### src/rtl/afp_pkg.sv
package afp_pkg;
    localparam int ERR_RX_OVF = 0;
    localparam int ERR_RX_UNF = 1;
    localparam int ERR_TX_OVF = 2;
    localparam int ERR_TX_UNF = 3;
    localparam int ERR_NUM    = 4;
endpackage

### src/rtl/afp_swap.sv
module afp_swap #(
    parameter int DATA_W = 32
) (
    input  logic              en,
    input  logic [DATA_W-1:0] din,
    output logic [DATA_W-1:0] dout
);
    localparam int HALVES = DATA_W / 16;

    logic [DATA_W-1:0] swapped;

    for (genvar h = 0; h < HALVES; h++) begin : g_half
        assign swapped[h*16 +: 8]     = din[h*16 + 8 +: 8];
        assign swapped[h*16 + 8 +: 8] = din[h*16 +: 8];
    end

    assign dout = en ? swapped : din;

    initial begin
        AST_WORD_IN_HALVES: assert (DATA_W % 16 == 0);
    end
endmodule

### src/rtl/afp_fifo.sv
module afp_fifo #(
    parameter int DATA_W = 32,
    parameter int DEPTH  = 16,
    parameter int CNT_W  = $clog2(DEPTH) + 1
) (
    input  logic              clk,
    input  logic              rst_n,
    input  logic              clr,
    input  logic              push,
    input  logic [DATA_W-1:0] push_data,
    input  logic              pop,
    output logic [DATA_W-1:0] pop_data,
    output logic [CNT_W-1:0]  count,
    output logic              ovf_evt,
    output logic              unf_evt
);
    localparam int PTR_W = (DEPTH > 1) ? $clog2(DEPTH) : 1;
    localparam logic [PTR_W-1:0] LAST = PTR_W'(DEPTH - 1);
    localparam logic [CNT_W-1:0] FULL_CNT = CNT_W'(DEPTH);

    typedef struct packed {
        logic [PTR_W-1:0] wr;
        logic [PTR_W-1:0] rd;
        logic [CNT_W-1:0] cnt;
    } fifo_st_t;

    fifo_st_t st_d, st_q;
    logic [DATA_W-1:0] mem [DEPTH];
    logic empty, full, do_push, do_pop;

    always_comb begin
        st_d    = st_q;
        empty   = (st_q.cnt == '0);
        full    = (st_q.cnt == FULL_CNT);
        do_pop  = pop && !clr && !empty;
        do_push = push && !clr && (!full || do_pop);
        ovf_evt = push && !clr && !do_push;
        unf_evt = pop && !clr && empty;
        if (clr) begin
            st_d = '0;
        end else begin
            if (do_push) st_d.wr = (st_q.wr == LAST) ? '0 : st_q.wr + 1'b1;
            if (do_pop)  st_d.rd = (st_q.rd == LAST) ? '0 : st_q.rd + 1'b1;
            st_d.cnt = st_q.cnt + CNT_W'(do_push) - CNT_W'(do_pop);
        end
    end

    always_ff @(posedge clk or negedge rst_n) begin
        if (!rst_n) st_q <= '0;
        else        st_q <= st_d;
    end

    always_ff @(posedge clk) begin
        if (do_push) mem[st_q.wr] <= push_data;
    end

    assign pop_data = empty ? '0 : mem[st_q.rd];
    assign count    = st_q.cnt;

    AST_COUNT_BOUND: assert property (@(posedge clk) disable iff (!rst_n)
        count <= FULL_CNT);
    AST_COUNT_STEP: assert property (@(posedge clk) disable iff (!rst_n)
        !clr |=> (count == $past(count)) || (count == $past(count) + 1'b1)
                 || (count == $past(count) - 1'b1));
    AST_FULL_PUSH_DROPPED: assert property (@(posedge clk) disable iff (!rst_n)
        ovf_evt |=> count == FULL_CNT);
    AST_EMPTY_POP_ZERO: assert property (@(posedge clk) disable iff (!rst_n)
        unf_evt |-> pop_data == '0);
    AST_CLEAR_EMPTIES: assert property (@(posedge clk) disable iff (!rst_n)
        clr |=> count == '0);
    AST_CLEAR_NO_ERR: assert property (@(posedge clk) disable iff (!rst_n)
        clr |-> !ovf_evt && !unf_evt);
endmodule

### src/rtl/afp_err_flags.sv
module afp_err_flags #(
    parameter int NUM = 4
) (
    input  logic           clk,
    input  logic           rst_n,
    input  logic [NUM-1:0] evt,
    input  logic [NUM-1:0] clr,
    output logic [NUM-1:0] flag
);
    typedef struct packed {
        logic [NUM-1:0] flag;
    } err_st_t;

    err_st_t st_d, st_q;

    always_comb begin
        st_d      = st_q;
        st_d.flag = (st_q.flag & ~clr) | evt;
    end

    always_ff @(posedge clk or negedge rst_n) begin
        if (!rst_n) st_q <= '0;
        else        st_q <= st_d;
    end

    assign flag = st_q.flag;

    for (genvar i = 0; i < NUM; i++) begin : g_chk
        AST_STICKY_HOLD: assert property (@(posedge clk) disable iff (!rst_n)
            flag[i] && !clr[i] |=> flag[i]);
        AST_SET_WINS: assert property (@(posedge clk) disable iff (!rst_n)
            evt[i] |=> flag[i]);
        AST_CLEAR_DROPS: assert property (@(posedge clk) disable iff (!rst_n)
            clr[i] && !evt[i] |=> !flag[i]);
    end
endmodule

### src/rtl/audio_fifo_pair.sv
module audio_fifo_pair #(
    parameter int DATA_W = 32,
    parameter int DEPTH  = 16,
    parameter int LVL_W  = 4,
    parameter int CNT_W  = $clog2(DEPTH) + 1
) (
    input  logic              clk,
    input  logic              rst_n,
    input  logic              cpu_tx_push,
    input  logic [DATA_W-1:0] cpu_tx_data,
    input  logic              cpu_rx_pop,
    output logic [DATA_W-1:0] cpu_rx_data,
    input  logic              fr_tx_pop,
    output logic [DATA_W-1:0] fr_tx_data,
    input  logic              fr_rx_push,
    input  logic [DATA_W-1:0] fr_rx_data,
    input  logic              tx_fifo_clr,
    input  logic              rx_fifo_clr,
    input  logic              byte_swap_en,
    input  logic [LVL_W-1:0]  rx_level,
    input  logic [LVL_W-1:0]  tx_level,
    input  logic              ie_rx_req,
    input  logic              ie_tx_req,
    input  logic              ie_rx_ovf,
    input  logic              ie_rx_unf,
    input  logic              ie_tx_ovf,
    input  logic              ie_tx_unf,
    input  logic              clr_rx_ovf,
    input  logic              clr_rx_unf,
    input  logic              clr_tx_ovf,
    input  logic              clr_tx_unf,
    output logic [CNT_W-1:0]  tx_count,
    output logic [CNT_W-1:0]  rx_count,
    output logic              rx_req,
    output logic              tx_req,
    output logic              rx_ovf,
    output logic              rx_unf,
    output logic              tx_ovf,
    output logic              tx_unf,
    output logic              irq
);
    import afp_pkg::*;

    localparam int CMP_W = ((CNT_W > LVL_W) ? CNT_W : LVL_W) + 1;
    localparam logic [CMP_W-1:0] DEPTH_C = CMP_W'(DEPTH);

    logic [DATA_W-1:0] tx_wr_word, rx_head_raw;
    logic              tx_ovf_evt, tx_unf_evt, rx_ovf_evt, rx_unf_evt;
    logic [ERR_NUM-1:0] err_evt, err_clr, err_flag;
    logic [CMP_W-1:0]  tx_free, rx_need, tx_need;

    afp_swap #(.DATA_W(DATA_W)) i_swap_wr (
        .en(byte_swap_en), .din(cpu_tx_data), .dout(tx_wr_word));

    afp_swap #(.DATA_W(DATA_W)) i_swap_rd (
        .en(byte_swap_en), .din(rx_head_raw), .dout(cpu_rx_data));

    afp_fifo #(.DATA_W(DATA_W), .DEPTH(DEPTH), .CNT_W(CNT_W)) i_tx_fifo (
        .clk(clk), .rst_n(rst_n), .clr(tx_fifo_clr),
        .push(cpu_tx_push), .push_data(tx_wr_word),
        .pop(fr_tx_pop), .pop_data(fr_tx_data),
        .count(tx_count), .ovf_evt(tx_ovf_evt), .unf_evt(tx_unf_evt));

    afp_fifo #(.DATA_W(DATA_W), .DEPTH(DEPTH), .CNT_W(CNT_W)) i_rx_fifo (
        .clk(clk), .rst_n(rst_n), .clr(rx_fifo_clr),
        .push(fr_rx_push), .push_data(fr_rx_data),
        .pop(cpu_rx_pop), .pop_data(rx_head_raw),
        .count(rx_count), .ovf_evt(rx_ovf_evt), .unf_evt(rx_unf_evt));

    always_comb begin
        err_evt             = '0;
        err_clr             = '0;
        err_evt[ERR_RX_OVF] = rx_ovf_evt;
        err_evt[ERR_RX_UNF] = rx_unf_evt;
        err_evt[ERR_TX_OVF] = tx_ovf_evt;
        err_evt[ERR_TX_UNF] = tx_unf_evt;
        err_clr[ERR_RX_OVF] = clr_rx_ovf;
        err_clr[ERR_RX_UNF] = clr_rx_unf;
        err_clr[ERR_TX_OVF] = clr_tx_ovf;
        err_clr[ERR_TX_UNF] = clr_tx_unf;
    end

    afp_err_flags #(.NUM(ERR_NUM)) i_err (
        .clk(clk), .rst_n(rst_n), .evt(err_evt), .clr(err_clr), .flag(err_flag));

    assign rx_ovf = err_flag[ERR_RX_OVF];
    assign rx_unf = err_flag[ERR_RX_UNF];
    assign tx_ovf = err_flag[ERR_TX_OVF];
    assign tx_unf = err_flag[ERR_TX_UNF];

    always_comb begin
        tx_free = DEPTH_C - CMP_W'(tx_count);
        rx_need = CMP_W'(rx_level) + 1'b1;
        tx_need = CMP_W'(tx_level) + 1'b1;
        rx_req  = CMP_W'(rx_count) >= rx_need;
        tx_req  = tx_free >= tx_need;
        irq     = (rx_req & ie_rx_req) | (tx_req & ie_tx_req)
                | (rx_ovf & ie_rx_ovf) | (rx_unf & ie_rx_unf)
                | (tx_ovf & ie_tx_ovf) | (tx_unf & ie_tx_unf);
    end

    AST_RX_REQ_AT_FULL: assert property (@(posedge clk) disable iff (!rst_n)
        rx_count == CNT_W'(DEPTH) |-> rx_req);
    AST_TX_REQ_AT_EMPTY: assert property (@(posedge clk) disable iff (!rst_n)
        tx_count == '0 |-> tx_req);
    AST_IRQ_FROM_ERR: assert property (@(posedge clk) disable iff (!rst_n)
        (tx_ovf && ie_tx_ovf) || (rx_unf && ie_rx_unf) |-> irq);
endmodule

### config.mk
export PLATFORM = sky130hd
export DESIGN_NAME = audio_fifo_pair
export DESIGN_NICKNAME = d
export VERILOG_FILES = /design/src/rtl/afp_pkg.sv /design/src/rtl/afp_swap.sv /design/src/rtl/afp_fifo.sv /design/src/rtl/afp_err_flags.sv /design/src/rtl/audio_fifo_pair.sv
export SDC_FILE = /design/constraint.sdc
export NUM_CORES = 1
export LEC_CHECK = 0
export ABC_AREA = 1
export BUFFER_PORTS_ARGS = -buffer_cell sky130_fd_sc_hd__buf_2
export CAP_MARGIN = 10
export CORE_ASPECT_RATIO = 1.4
export CORE_MARGIN = 3
export CORE_UTILIZATION = 50
export DETAILED_ROUTE_END_ITERATION = 16
export PLACE_DENSITY_LB_ADDON = 0.2
export SYNTH_ARGS = -nofsm -noshare
export SYNTH_HDL_FRONTEND = slang
export SYNTH_HIERARCHICAL = 1
export SYNTH_SLANG_ARGS = --single-unit
### constraint.sdc
create_clock -name clk -period 4.2 [get_ports clk]
set_input_delay 0.63 -clock clk [delete_from_list [all_inputs] [get_ports clk]]
set_output_delay 0.63 -clock clk [all_outputs]
set_load 0.05 [all_outputs]
==> out/qor.yml, run 1 <==
routedWlPerCell_um: 18.8
holdPathEnd: "i_err/flag[1]$_DFF_PN0_"
clk_pin_slew_ns: 0.06
grt_pass1_wl_um: 179000
dp.cells: 6045
vias_per_cell: 5.16
clk_path_buf_depth: 3
endpoint_kind: "primary output"
vias: 32216
finish.instance_area_um2: 52900
worst_path_max_delay_cell: "dfrtp_4"
multiInputGateArea_um2: 11900
critPathLaunchType: "flip-flop"
min_from: "clr_rx_unf"
cts_tree: "built"
ir_drop_mv: 0.578
max_cap_viol_count: 0
grt_max_degree: 199
yosysWarnings: 6
ys_top_cells_by_count: "nand2_1, edfxtp_1, inv_1"
synth_cell_type_count: 36
pin_count: 172
async_reset_ff_share_pct: 2.85
area_delta_synth_final_pct: 11.2
rrSetupSlack_ns: 1.10
reg2reg_from: "i_tx_fifo/count[2]$_DFF_PN0_"
status: "finished clean"
drc_errors: 0
post-place-ws_ns: 0.884
cp_data_arrival_time_ns: 3.33
reg2regPathDepth: 7
rows: 133
synthFlopType: "edfxtp_1"
drt-pass1-iter-count: 5
drive_gt1_share_pct: 10.2
worst-setup-path-type: "flip-flop to primary output"
crit_buf_inv: 3
hold_path.class: "input pin to flip-flop"
max_freq_mhz: 253
cp_cell_sequence: "inv_12 > buf_4 > nand2_1 > nand2_1 > nand2_1 > nand3_1 > nand3_1 > a21oi_1 > nand2_1 > nand2_1 > buf_2"
die_x_um: 267
root_buffer: "clkbuf_16"
ctsHtreeMaxLevel: 3
wl_met3_um: 7050
total_leakage_power_nw: 23.1
cts.sink_count: 1054
tightest_slew_ns: 1.06
max_slew_margin_pct: 29.1
core-area_um2: 94200
dieArea_um2: 99000
gp_congestion: 0.784
fin_cells: 6239
synthesis.area_um2: 47600
critPathMaxFanout: 131
hold_violations: 0
finalSetupViolCount: 0
r2r-end: "i_tx_fifo/mem[6][24]$_DFFE_PP_"
grt_pass1_vias: 31111
dpl-instance-area_um2: 49600
power.total_mw: 30.2
antenna_found_initial: 8
crit_required_ns: 3.57
yosysSeqAreaShare_pct: 66.2
met2_length_um: 61600
cts_buffers: 102
dp_hpwl_um: 65800
ant_nets: 0
powerDensity_nw_per_um2: 570
timing.final.ws_setup_ns: 0.241
crit_path_max_incr_delay_ns: 0.58
num-fill-cells: 8117
post-synth-top-count-cell: "nand2_1"
worst_hold_path.num_cells: 4
nNetsFinal: 5064
maxUsedRoutingLayer: "met5"
post-cts-setup-buffers: 0
cp_top_family: "buffers and inverters"
yosys.area.top_type: "edfxtp_1"
fin_crit_sh_pct: 94.3
period_needed_ns: 3.96
cp_common_cell: "nand2_1"
drt_iter0_drc: 2476
grtUsageTotal_pct: 23.8
rsz0062_at_grt: "no"
final_util_pct: 56.2
synth_area_per_cell_um2: 9.91
seq_area_um2: 31500
clk_latency_ns: 0.68
grt_remaining_overflow: 0
drt_wl_total_um: 118000
fin_worst_skew_ns: 0.0142
syn-num-nets: 4932
netlist_top_cells_area: "edfxtp_1, nand2_1, inv_1, nand3_1, dfrtp_1"
syn-instance-count: 4804
die_height_um: 371
synth-edff-count: 1024
drv_slew: 0
holdWs_ns: 0.179
wl_met1_um: 45600
fin_tns_setup_ns: 0
initial_core_util_pct: 50.5
ys_ff_latch: 1054
port_buffers: 171
synth_top_area_share_pct: 64.6
## report_power, final
group          internal, mW  switching, mW  total [mW]
Combinational          2.30           6.77        9.08
Clock                  5.22           3.87        9.09
Sequential             11.8          0.179        12.0
## state kept, by name, summed over array words and instances, names as in the netlist
signal and cells:
i_err/flag 4, i_rx_fifo/count 5, i_rx_fifo/mem 512, i_rx_fifo/st_q 8, i_tx_fifo/count 5, i_tx_fifo/mem 512
i_tx_fifo/st_q 8
## how the worst max path moves through the flow
stage	startpoint	to	slack, ns	depth (start not counted)
floorplan	fr_tx_pop	i_tx_fifo/mem[0][0]$_DFFE_PP_	1.12	6
global placement	i_rx_fifo/st_q[5]$_DFFE_PN0P_	cpu_rx_data[27]	0.86	11
detailed placement	i_rx_fifo/st_q[5]$_DFFE_PN0P_	cpu_rx_data[27]	0.88	11
CTS	i_rx_fifo/st_q[5]$_DFFE_PN0P_	cpu_rx_data[21]	0.14	10
global route	i_tx_fifo/st_q[5]$_DFFE_PN0P_	fr_tx_data[30]	0.07	9
finish	i_rx_fifo/st_q[5]$_DFFE_PN0P_	cpu_rx_data[23]	0.24	11
## cell usage in the layout (no fill, tap or decap), types with 5 or more instances in the layout
cell type,Yosys,layout
a21oi_1,75,75
buf_12,2,15
buf_2,106,171
buf_4,43,73
bufinv_16,0,8
clkbuf_1,37,25
clkbuf_16,0,105
clkbuf_8,6,11
clkinv_1,2,20
clkinv_2,0,14
dfrtp_1,30,24
edfxtp_1,1024,1024
ha_1,35,35
inv_1,743,739
inv_2,26,27
inv_6,0,5
nand2_1,1972,1972
nand2_2,26,26
nand3_1,525,525
nor2_1,52,18
nor2_4,0,34
o21ai_0,19,19
xor2_1,11,11
## layer usage
metal / GRT usage (%) / up-vias
met5: 0 / -
met4: 8.34 / 6
met3: 2.88 / 217
met2: 44.1 / 987
met1: 28.4 / 15497
li1: - / 15509
## worst register-to-register path, stage by stage, from the launching register on
cell	delay, ns
dfrtp_1	0.49
inv_1	0.12
ha_1	0.20
nor3b_2	0.17
a21oi_2	0.39
nand2_1	0.34
nor2_4	0.71
buf_4	0.37
## cell type report
| type | instances | share of cell area, % |
|---|---|---|
| Clock inverter | 48 | 0.863 |
| Clock buffer | 140 | 5.38 |
| Timing Repair Buffer | 262 | 3.34 |
| Antenna cell | 4 | 0.0189 |
| Inverter | 775 | 5.57 |
| Tap cell | 1215 | 2.87 |
| Multi-Input combinational cell | 2741 | 22.4 |
| Sequential cell | 1054 | 59.5 |
## cells by family (layout without fill, tap and decap cells)
logic type	after synthesis	count (layout)	synth area share (%)
AOI/OAI and AO/OA	103	103	1.13
xor gates and xnor gates	15	15	0.276
adders and majority gates	37	37	1.00
buffers and inverters	1009	1225	9.43
DFF	1054	1054	66.2
other	0	4	0
and+or+nand+nor	2586	2586	22.0
## repair_timing
item / 4_1_cts / 5_1_grt
endpoints found under the setup margin: 0 / 4
endpoints found under the hold margin: 2 / 0
hold buffers: 1 / 0
gates resized for setup: 0 / 3
Note: power is estimated with default switching activity, not from simulation.
==> run 2, diff against run 1 <==
--- a/config.mk
+++ b/config.mk
@@ -9,7 +9,7 @@
 export BUFFER_PORTS_ARGS = -buffer_cell sky130_fd_sc_hd__buf_2
 export CAP_MARGIN = 10
 export CORE_ASPECT_RATIO = 1.4
-export CORE_MARGIN = 3
+export CORE_MARGIN = 4
 export CORE_UTILIZATION = 50
 export DETAILED_ROUTE_END_ITERATION = 16
 export PLACE_DENSITY_LB_ADDON = 0.2
==> run 2 against run 1 <==
Net effect:
- register-to-register slack better by 0.02 ns
- hold slack worse by 0.11 ns
- sequential cell count unchanged
- die area up 1.3%
- core utilization about the same
- design area about the same
- largest cell class unchanged
- largest power group unchanged
- critical path type unchanged
- highest routed layer unchanged
- combinational power down 1%
- routed wire length up 0.95%
==> out/qor.yml, run 2 (synthesis gave the netlist of run 1 again) <==
finish.instance_area_um2: 52900  # about the same
clk_path_buf_depth: 3  # unchanged
die_height_um: 373  # was 371 um
core-area_um2: 94200  # unchanged
dpl-instance-area_um2: 49600  # about the same
combPwrFrac_pct: 29.9  # was 30.1%
initial_core_util_pct: 50.5  # unchanged
critPathLaunchType: "flip-flop"  # unchanged
ctsHtreeMaxLevel: 3  # unchanged
pin_count: 172  # unchanged
reg_top3: "i_rx_fifo/mem x512, i_tx_fifo/mem x512"  # unchanged
rrSetupSlack_ns: 1.12  # was 1.10 ns
num-fill-cells: 8068  # was 8,117
hold_violations: 0  # unchanged
layout_common_cells: "nand2_1, edfxtp_1, inv_1"  # unchanged
dieArea_um2: 100000  # was 99,000 um2
critPathMaxFanout: 34  # was 131
tightest_slew_ns: 0.971  # was 1.06 ns
seq_area_um2: 31500  # unchanged
grt_remaining_overflow: 0  # unchanged
grt_pass1_wl_um: 181000  # was 179,000 um
pwr-share-clk_pct: 30.1  # about the same
gp_congestion: 0.772  # was 0.784
fin_crit_sh_pct: 98.0  # was 94.3%
powerDensity_nw_per_um2: 569  # was 570 nW/um2
status: "finished clean"  # unchanged
post-place-ws_ns: 0.797  # was 0.884 ns
fin_tns_setup_ns: 0  # unchanged
port_buffers: 171  # unchanged
clk_pin_slew_ns: 0.06  # about the same
endpoint_kind: "primary output"  # unchanged
cts_buffers: 100  # was 102
max_freq_mhz: 243  # was 253 MHz
cts_tree: "built"  # unchanged
final_common_cell: "nand2_1"  # unchanged
post-cts-setup-buffers: 0  # unchanged
drv_slew: 0  # unchanged
cts_resized: 0  # unchanged
max_slew_margin_pct: 35.2  # was 29.1%
drt-pass1-iter-count: 7  # was 5
die_x_um: 269  # was 267 um
ir_drop_mv: 0.655  # was 0.578 mV
fin_cells: 6234  # was 6,239
intPower_mw: 19.4  # was 19.3 mW
area_delta_synth_final_pct: 11.2  # about the same
drc_errors: 0  # unchanged
clk_latency_ns: 0.67  # was 0.68 ns
routedWlPerCell_um: 19.0  # was 18.8 um
p_seq_share_pct: 40.0  # was 39.8%
grtUsageTotal_pct: 23.6  # was 23.8%
total_leakage_power_nw: 23.1  # about the same
fin_worst_skew_ns: 0.0171  # was 0.0142 ns
crit_required_ns: 3.57  # about the same
drt_iter0_drc: 2329  # was 2,476
nNetsFinal: 5059  # was 5,064
drt_wl_total_um: 119000  # was 118,000 um
dp.cells: 6044  # was 6,045
holdWs_ns: 0.0647  # was 0.179 ns
switching_power_mw: 10.7  # was 10.8 mW
r2r-end: "i_tx_fifo/mem[4][24]$_DFFE_PP_"  # was i_tx_fifo/mem[6][24]$_DFFE_PP_
rows: 133  # unchanged
antenna_found_initial: 11  # was 8
drive_gt1_share_pct: 10.2  # about the same
dp_hpwl_um: 67400  # was 65,800 um
period_needed_ns: 4.11  # was 3.96 ns
multiInputGateArea_um2: 11900  # unchanged
max_cap_viol_count: 0  # unchanged
timing.final.ws_setup_ns: 0.0860  # was 0.241 ns
rsz0062_at_grt: "no"  # unchanged
cts.sink_count: 1054  # unchanged
root_buffer: "clkbuf_16"  # unchanged
worst-setup-path-type: "flip-flop to primary output"  # unchanged
hold_path.class: "input pin to asynchronous set/reset pin"  # was input pin to flip-flop
grt_max_degree: 147  # was 199
finalSetupViolCount: 0  # unchanged
cp_data_arrival_time_ns: 3.48  # was 3.33 ns
reg2regPathDepth: 7  # unchanged
vias: 32114  # was 32,216
final_util_pct: 56.2  # about the same
ant_nets: 0  # unchanged
vias_per_cell: 5.15  # was 5.16
grt_pass1_vias: 31290  # was 31,111
power.total_mw: 30.1  # was 30.2 mW
reg2reg_from: "i_tx_fifo/count[2]$_DFF_PN0_"  # unchanged
hold_buffers: 0  # was 1
p_sw_share_pct: 35.6  # was 35.9%
-- run 2: cell types whose count changed in the layout (fill, tap and decap cells not counted), moves of 2 or more --
cell | before | now
clkinv_1 | 20 | 22
clkbuf_1 | 25 | 19
buf_4 | 73 | 70
bufinv_16 | 8 | 10
clkbuf_8 | 11 | 5
clkinv_2 | 14 | 18
clkinv_4 | 0 | 4
buf_12 | 15 | 18
inv_6 | 5 | 0
-- run 2: power by group through the flow --
stage,combinational (mW),clock (mW),sequential [mW]
2_1_floorplan,6.93,0,12.1
3_3_place_gp,8.93,0,12.2
3_5_place_dp,9.00,0,12.3
4_1_cts,9.05,9.25,12.0
5_1_grt,9.93,9.65,12.1
6_report,8.99,9.07,12.0
-- run 2: final cells by class --
class	instances	area share (%)
clock inverter	57	1.01
clock buffer	129	5.23
multi-input combinational	2741	22.4
inverter	775	5.58
timing repair buffer	259	3.29
sequential	1054	59.6
antenna	4	0.0189
tap	1215	2.87
-- run 2: routing by layer --
layer | vias up | routed length (um) | share of wire [%] | track usage [%]
met3 | 260 | 6290 | 5.3 | 2.77
li1 | 15495 | - | - | -
met4 | 8 | 4200 | 3.5 | 9.38
met1 | 15343 | 45200 | 38 | 27.7
met2 | 1008 | 62900 | 53 | 43.6
met5 | - | 42 | 0.035 | 0
-- run 2: worst max path at each step --
| stage | endpoint | startpoint | slack (ns) | depth (start not counted) |
|---|---|---|---|---|
| 5_1_grt | cpu_rx_data[30] | i_rx_fifo/st_q[5]$_DFFE_PN0P_ | 0.002 | 10 |
| 3_5_place_dp | cpu_rx_data[17] | i_rx_fifo/st_q[5]$_DFFE_PN0P_ | 0.80 | 12 |
| 2_1_floorplan | i_tx_fifo/mem[0][0]$_DFFE_PP_ | fr_tx_pop | 1.12 | 6 |
| 3_3_place_gp | cpu_rx_data[30] | i_rx_fifo/st_q[5]$_DFFE_PN0P_ | 0.77 | 11 |
| 4_1_cts | cpu_rx_data[17] | i_rx_fifo/st_q[5]$_DFFE_PN0P_ | 0.05 | 12 |
| 6_report | cpu_rx_data[30] | i_rx_fifo/st_q[7]$_DFFE_PN0P_ | 0.09 | 9 |
-- run 2: worst max-delay path, cell delays in order, from the launching register on --
cell	delay, ns
dfrtp_2	0.56
buf_4	0.48
clkinv_1	0.14
buf_4	0.35
nand3_1	0.17
nand3_1	0.07
a21oi_1	0.54
nand2_1	0.11
nand2_1	0.09
buf_2	0.26
